[config.mk]
export PLATFORM = sky130hd
export DESIGN_NAME = nvm_prog_ctrl
export DESIGN_NICKNAME = d
export VERILOG_FILES = /design/src/rtl/nvm_pkg.sv /design/src/rtl/nvm_arm_window.sv /design/src/rtl/nvm_prog_engine.sv /design/src/rtl/nvm_cell_array.sv /design/src/rtl/nvm_prog_ctrl.sv
export SDC_FILE = /design/constraint.sdc
export NUM_CORES = 1
export LEC_CHECK = 0
export ABC_AREA = 1
export CAP_MARGIN = 0
export CORE_MARGIN = 1
export CORE_UTILIZATION = 38
export DETAILED_ROUTE_END_ITERATION = 8
export SLEW_MARGIN = 0
export SYNTH_ARGS = -nofsm -noshare
export SYNTH_HDL_FRONTEND = slang
export SYNTH_SLANG_ARGS = --single-unit
[constraint.sdc]
create_clock -name clk -period 3.75 [get_ports clk]
set_clock_uncertainty 0.15 [all_clocks]
set_input_delay 1.125 -clock clk [delete_from_list [all_inputs] [get_ports clk]]
set_output_delay 1.125 -clock clk [all_outputs]
set_load 0.005 [all_outputs]
[src/rtl/nvm_pkg.sv]
package nvm_pkg;
   typedef enum logic [1:0] {
      MODE_ERASE_WRITE = 2'b00,
      MODE_ERASE_ONLY  = 2'b01,
      MODE_WRITE_ONLY  = 2'b10,
      MODE_RESERVED    = 2'b11
   } nvm_mode_e;

   typedef enum logic [1:0] {
      PH_IDLE  = 2'b00,
      PH_ERASE = 2'b01,
      PH_WRITE = 2'b10
   } nvm_phase_e;

   localparam int CTL_READ   = 0;
   localparam int CTL_PROG   = 1;
   localparam int CTL_MASTER = 2;
   localparam int CTL_MODE   = 4;

   localparam logic [1:0] SEL_CTRL = 2'd0;
   localparam logic [1:0] SEL_ADDR = 2'd1;
   localparam logic [1:0] SEL_DATA = 2'd2;
endpackage

[src/rtl/nvm_arm_window.sv]
module nvm_arm_window #(
   parameter int ARM_WIN = 4
) (
   input  logic clk,
   input  logic rst_n,
   input  logic arm_set,
   input  logic consume,
   output logic armed
);
   localparam int CW = $clog2(ARM_WIN + 1);

   logic [CW-1:0] left_q;

   always_ff @(posedge clk or negedge rst_n) begin
      if (!rst_n) begin
         armed  <= 1'b0;
         left_q <= '0;
      end else if (arm_set) begin
         armed  <= 1'b1;
         left_q <= CW'(ARM_WIN - 1);
      end else if (consume) begin
         armed  <= 1'b0;
      end else if (armed) begin
         if (left_q == '0) armed <= 1'b0;
         else              left_q <= left_q - 1'b1;
      end
   end
endmodule

[src/rtl/nvm_prog_engine.sv]
module nvm_prog_engine
   import nvm_pkg::*;
#(
   parameter int ADDR_W    = 6,
   parameter int DATA_W    = 8,
   parameter int PHASE_CYC = 16,
   parameter int HALT_CYC  = 2
) (
   input  logic              clk,
   input  logic              por_n,
   input  logic              start,
   input  logic [1:0]        start_mode,
   input  logic [ADDR_W-1:0] start_addr,
   input  logic [DATA_W-1:0] start_data,
   output logic              busy,
   output logic              halt,
   output logic              done,
   output logic              erase_en,
   output logic              write_en,
   output logic [ADDR_W-1:0] op_addr,
   output logic [DATA_W-1:0] op_data
);
   localparam int PW = $clog2(PHASE_CYC + 1);
   localparam int HW = $clog2(HALT_CYC + 1);

   nvm_phase_e    phase_q;
   nvm_mode_e     mode_q;
   logic [PW-1:0] cnt_q;
   logic [HW-1:0] halt_q;
   logic          phase_end;

   assign phase_end = (cnt_q == '0);
   assign erase_en  = (phase_q == PH_ERASE) && phase_end;
   assign write_en  = (phase_q == PH_WRITE) && phase_end;
   assign busy      = (phase_q != PH_IDLE);
   assign halt      = (halt_q != '0);

   always_ff @(posedge clk or negedge por_n) begin
      if (!por_n) begin
         phase_q <= PH_IDLE;
         mode_q  <= MODE_ERASE_WRITE;
         cnt_q   <= '0;
         op_addr <= '0;
         op_data <= '0;
         done    <= 1'b0;
      end else begin
         done <= 1'b0;
         unique case (phase_q)
            PH_IDLE: if (start) begin
               mode_q  <= nvm_mode_e'(start_mode);
               op_addr <= start_addr;
               op_data <= start_data;
               cnt_q   <= PW'(PHASE_CYC - 1);
               phase_q <= (nvm_mode_e'(start_mode) == MODE_WRITE_ONLY) ? PH_WRITE : PH_ERASE;
            end
            PH_ERASE: if (phase_end) begin
               if (mode_q == MODE_ERASE_ONLY) begin
                  phase_q <= PH_IDLE;
                  done    <= 1'b1;
               end else begin
                  phase_q <= PH_WRITE;
                  cnt_q   <= PW'(PHASE_CYC - 1);
               end
            end else cnt_q <= cnt_q - 1'b1;
            PH_WRITE: if (phase_end) begin
               phase_q <= PH_IDLE;
               done    <= 1'b1;
            end else cnt_q <= cnt_q - 1'b1;
            default: phase_q <= PH_IDLE;
         endcase
      end
   end

   always_ff @(posedge clk or negedge por_n) begin
      if (!por_n)                         halt_q <= '0;
      else if (start && phase_q == PH_IDLE) halt_q <= HW'(HALT_CYC);
      else if (halt_q != '0)              halt_q <= halt_q - 1'b1;
   end
endmodule

[src/rtl/nvm_cell_array.sv]
module nvm_cell_array #(
   parameter int DEPTH  = 64,
   parameter int DATA_W = 8
) (
   input  logic                     clk,
   input  logic                     por_n,
   input  logic                     erase_en,
   input  logic                     write_en,
   input  logic [$clog2(DEPTH)-1:0] wr_addr,
   input  logic [DATA_W-1:0]        wr_data,
   input  logic [$clog2(DEPTH)-1:0] rd_addr,
   output logic [DATA_W-1:0]        rd_data
);
   logic [DATA_W-1:0] cells_w [DEPTH];

   for (genvar i = 0; i < DEPTH; i++) begin : g_row
      logic [DATA_W-1:0] row_q;
      logic              hit;
      assign hit = (wr_addr == i[$clog2(DEPTH)-1:0]);
      always_ff @(posedge clk or negedge por_n) begin
         if (!por_n)                row_q <= '1;
         else if (erase_en && hit)  row_q <= '1;
         else if (write_en && hit)  row_q <= row_q & wr_data;
      end
      assign cells_w[i] = row_q;
   end

   assign rd_data = cells_w[rd_addr];
endmodule

[src/rtl/nvm_prog_ctrl.sv]
module nvm_prog_ctrl
   import nvm_pkg::*;
#(
   parameter int DEPTH     = 64,
   parameter int DATA_W    = 8,
   parameter int PHASE_CYC = 16,
   parameter int ARM_WIN   = 4,
   parameter int HALT_CYC  = 2
) (
   input  logic              clk,
   input  logic              por_n,
   input  logic              rst_n,
   input  logic [1:0]        reg_sel,
   input  logic              reg_wr,
   input  logic [DATA_W-1:0] reg_wdata,
   output logic [DATA_W-1:0] reg_rdata,
   output logic              cpu_halt,
   output logic              done_irq
);
   localparam int ADDR_W = $clog2(DEPTH);

   if (DEPTH < 2 || (1 << ADDR_W) != DEPTH) begin : g_bad_depth
      $error("DEPTH must be a power of two of at least 2");
   end
   if (DATA_W < 6 || DATA_W < ADDR_W) begin : g_bad_width
      $error("DATA_W must hold the control fields and the address");
   end
   if (PHASE_CYC < 1 || ARM_WIN < 1 || HALT_CYC < 1) begin : g_bad_timing
      $error("PHASE_CYC, ARM_WIN and HALT_CYC must be positive");
   end

   logic              cpu_rst_n;
   logic [ADDR_W-1:0] addr_q;
   logic [DATA_W-1:0] data_q;
   logic [1:0]        mode_q;
   logic              armed;
   logic              prog_busy;
   logic              ctrl_wr;
   logic              arm_set;
   logic              start;
   logic              read_go;
   logic              erase_en;
   logic              write_en;
   logic [ADDR_W-1:0] op_addr;
   logic [DATA_W-1:0] op_data;
   logic [DATA_W-1:0] cell_rd;
   logic [DATA_W-1:0] ctrl_view;
   logic [DATA_W-1:0] addr_view;

   assign cpu_rst_n = rst_n & por_n;
   assign ctrl_wr   = reg_wr && (reg_sel == SEL_CTRL) && !prog_busy;
   assign arm_set   = ctrl_wr && reg_wdata[CTL_MASTER] && !reg_wdata[CTL_PROG] && !armed;
   assign start     = ctrl_wr && reg_wdata[CTL_PROG] && armed;
   assign read_go   = ctrl_wr && reg_wdata[CTL_READ] && !reg_wdata[CTL_PROG];

   always_ff @(posedge clk or negedge cpu_rst_n) begin
      if (!cpu_rst_n) begin
         addr_q <= '0;
         data_q <= '0;
         mode_q <= '0;
      end else begin
         if (reg_wr && reg_sel == SEL_ADDR) addr_q <= reg_wdata[ADDR_W-1:0];
         if (reg_wr && reg_sel == SEL_DATA) data_q <= reg_wdata;
         else if (read_go)                  data_q <= cell_rd;
         if (ctrl_wr) mode_q <= reg_wdata[CTL_MODE +: 2];
      end
   end

   nvm_arm_window #(.ARM_WIN(ARM_WIN)) u_arm (
      .clk     (clk),
      .rst_n   (cpu_rst_n),
      .arm_set (arm_set),
      .consume (start),
      .armed   (armed)
   );

   nvm_prog_engine #(
      .ADDR_W(ADDR_W), .DATA_W(DATA_W), .PHASE_CYC(PHASE_CYC), .HALT_CYC(HALT_CYC)
   ) u_eng (
      .clk        (clk),
      .por_n      (por_n),
      .start      (start),
      .start_mode (reg_wdata[CTL_MODE +: 2]),
      .start_addr (addr_q),
      .start_data (data_q),
      .busy       (prog_busy),
      .halt       (cpu_halt),
      .done       (done_irq),
      .erase_en   (erase_en),
      .write_en   (write_en),
      .op_addr    (op_addr),
      .op_data    (op_data)
   );

   nvm_cell_array #(.DEPTH(DEPTH), .DATA_W(DATA_W)) u_cells (
      .clk      (clk),
      .por_n    (por_n),
      .erase_en (erase_en),
      .write_en (write_en),
      .wr_addr  (op_addr),
      .wr_data  (op_data),
      .rd_addr  (addr_q),
      .rd_data  (cell_rd)
   );

   always_comb begin
      ctrl_view               = '0;
      ctrl_view[CTL_PROG]     = prog_busy;
      ctrl_view[CTL_MASTER]   = armed;
      ctrl_view[CTL_MODE +: 2] = mode_q;
   end

   if (DATA_W > ADDR_W) begin : g_addr_pad
      assign addr_view = {{(DATA_W - ADDR_W){1'b0}}, addr_q};
   end else begin : g_addr_full
      assign addr_view = addr_q;
   end

   always_comb begin
      unique case (reg_sel)
         SEL_CTRL: reg_rdata = ctrl_view;
         SEL_ADDR: reg_rdata = addr_view;
         SEL_DATA: reg_rdata = data_q;
         default:  reg_rdata = '0;
      endcase
   end
endmodule

==> metrics.txt <==
worst r2r dst data_q[6]; Die W 268 um; gr ovfl total 0; synthesized area 0.0270 sq mm; Detailed Place HPWL 49100 um; worst reg2reg path depth 9; pin count of the biggest net entering global routing 157; port bufs 23; RSZ-0062 raised after global routing false; Slew headroom 20.4%; endpoints failing hold 0; number of synthesized register bits 558; Worst Setup End Kind output pin; multi-input gate area in the final layout 0.0110 sq mm; Worst VDD drop 383 uV; vias in the first global route 21600; status finished, final reports clean; hold slack final 0.319 ns; Clk pwr share 37.1%; CTS Buf Count 60; FMAX 278 MHz; P&R area growth vs syn 11.0%; number of max-cap violations 0; Post-Syn Nets 3236; area fraction in compound gates after synthesis 15.4%; initial antenna violation count 1; Synth Area in XOR/XNOR 0.0649%; initial DRC count 1928; final setup fails 0; largest family of logic cells by synthesized area simple AND/OR/NAND/NOR gates; clk root buf clkbuf_16; synthesized-area fraction occupied by and/or/nand/nor cells 24.9%; Netlist cell types 35; Max clock buf depth 3; Die Y 268 um; Crit Reg-Reg Startpoint addr_q[1]; sw frac 34.2%; worst skew pair latency 0.63 ns; drt first pass iters 7; startpoint types primary input; Crit Path Max Fanout 2; portion of netlist area occupied by mux cells 0%; commonest non-fill, non-tap cells in the layout nand2_1, o21ai_0, dfstp_2; DR vias 22300; CORE AREA 0.0701 sq mm; row count 97; share of cells above drive strength 1 23.2%; Pint 0.0109 W; crit path kind primary input to output pin; WHS Endpoint u_cells.g_row[3].row_q[5]; I/O Pins 24; Post-CTS Hold Fix Bufs 0; Pwr Total 0.0166 W; # diodes 0; Initial Util 38.4%; sequential area share after synthesis 54.1%; Nets 3190; PostCTS Resize Cnt 8; Worst-path clk slew 0.06 ns; drt drc 0; Worst EP required 2.47 ns; arrival time at the worst endpoint 2.32 ns; final WL 83100 um; start point of the worst hold path u_cells.g_row[3].row_q[5]; Die Area 0.0720 sq mm; setup_tns 0 ns; Lkg Pwr 14.7 nW; fill count 7140; power share of the combinational group 20.8%; drt wl/cell 20.0 um; GP Congestion 0.834; Worst R2R Setup Slack 0.98 ns; CTS tree done; power per cell area 556 mW/mm^2; post-layout minimum cycle time 3.60 ns; H-tree depth 2; first-pass GRT wire length 131000 um; setup bufs post-CTS 0; Cells after Synth 3214; Synth Warn # 0; Switch Pwr 0.00569 W; Adder-Cell Fraction of Synth Area 0.371%; Syn Area/Cell 8.39 sq um; Reg area 0.0146 sq mm; CTS Sinks 558; gr usage total 23.4%; Worst Tran Pin Value 1.19 ns; Routed Antenna Nets 0; Slew Viols, Final 0; Flop pwr share 42.1%; fin crit share 95.9%; vias per cell 5.36; worst hold stages 2; worst hold path type register to register; commonest non-fill, non-tap cell in the layout nand2_1
worst max-delay path by stage:
stage	start	to	slack [ns]	depth (start not counted)
final	reg_sel[0]	reg_rdata[5]	0.15	7
after floorplan	reg_sel[0]	reg_rdata[2]	0.78	4
after global routing	reg_sel[0]	reg_rdata[1]	0.09	7
after detailed placement	reg_sel[0]	reg_rdata[2]	-0.13	7
after global placement	reg_sel[1]	reg_rdata[2]	-0.16	5
after CTS	reg_sel[0]	reg_rdata[2]	-0.13	7
synth_stat cells (all sizes together):
cell type	count	share of area (%)
clkinv	3	0.042
ha	8	0.37
xor2	2	0.065
o211ai	14	0.39
inv	65	0.91
nor3	4	0.16
a21oi	80	1.5
clkbuf	94	1.3
a221o	1	0.037
o22ai	8	0.19
a22oi	1	0.028
nand3	229	4.2
nor2	224	3.2
nor4	1	0.023
a31oi	1	0.023
dfrtp	46	4.3
o31ai	37	1.0
o221ai	15	0.49
buf	94	2.9
dfstp	512	50
o21ai	632	12
nand2	1143	17
sequential cells by signal, summed over array words and instances, names as in the netlist, 3 cells and up:
register,flops
addr_q,6
data_q,8
u_arm.left_q,3
u_cells.g_row.row_q,512
u_eng.cnt_q,5
u_eng.op_addr,6
u_eng.op_data,8
per-layer routing:
layer / part of all wire, % / wire length [um] / up-vias / global-route usage (%)
met4: 3.1 / 2540 / 0 / 8.03
met1: 46 / 38300 / 10900 / 34.3
met3: 6.2 / 5170 / 139 / 3.10
met2: 45 / 37000 / 662 / 35.4
li1: - / - / 10600 / -
met5: 0 / 0 / - / 0
final cells by class:
class / instances / area share [%]
repair buffers: 80 / 2.76
flip-flops and latches: 558 / 48.9
multi-input cells: 2400 / 36.7
well taps: 940 / 3.93
inverters: 68 / 0.882
clock buffers: 88 / 5.91
clock inverters: 24 / 0.949
metrics by stage:
| step | setup slack [ns] | cells | utilization, % | instance area [sq um] |
|---|---|---|---|---|
| 2_1_floorplan | 0.785 | 3214 | - | 27000 |
| 6_report | 0.152 | 4158 | 42.7 | 29900 |
| 3_3_place_gp | -0.159 | 4046 | 39.7 | 27900 |
| 3_5_place_dp | -0.133 | 4046 | 39.7 | 27900 |
| 4_1_cts | -0.127 | 4158 | 42.7 | 29900 |
| 5_1_grt | 0.0926 | 4158 | 42.7 | 29900 |
logic make-up after synthesis:
logic type	Yosys count
AO/OA/AOI/OAI	789
adder cells (fa/ha/maj)	8
XOR/XNOR	2
flip-flops	558
AND/OR/NAND/NOR	1601
buffers and inverters	256
critical path: stages:
cell and delay, ns:
clkdlybuf4s50_1 0.49, buf_4 0.12, nor2_4 0.04, buf_4 0.13
nand2_1 0.04, o221ai_1 0.09, dlygate4sd2_1 0.28
power groups by stage:
stage,sequential (W),combinational [W],clock (W)
2_1_floorplan,0.00664,0.00229,0
3_3_place_gp,0.00706,0.00342,0
3_5_place_dp,0.00707,0.00343,0
4_1_cts,0.00699,0.00343,0.00630
5_1_grt,0.00705,0.00375,0.00653
6_report,0.00700,0.00346,0.00617
(Power assumes the default switching activity.)
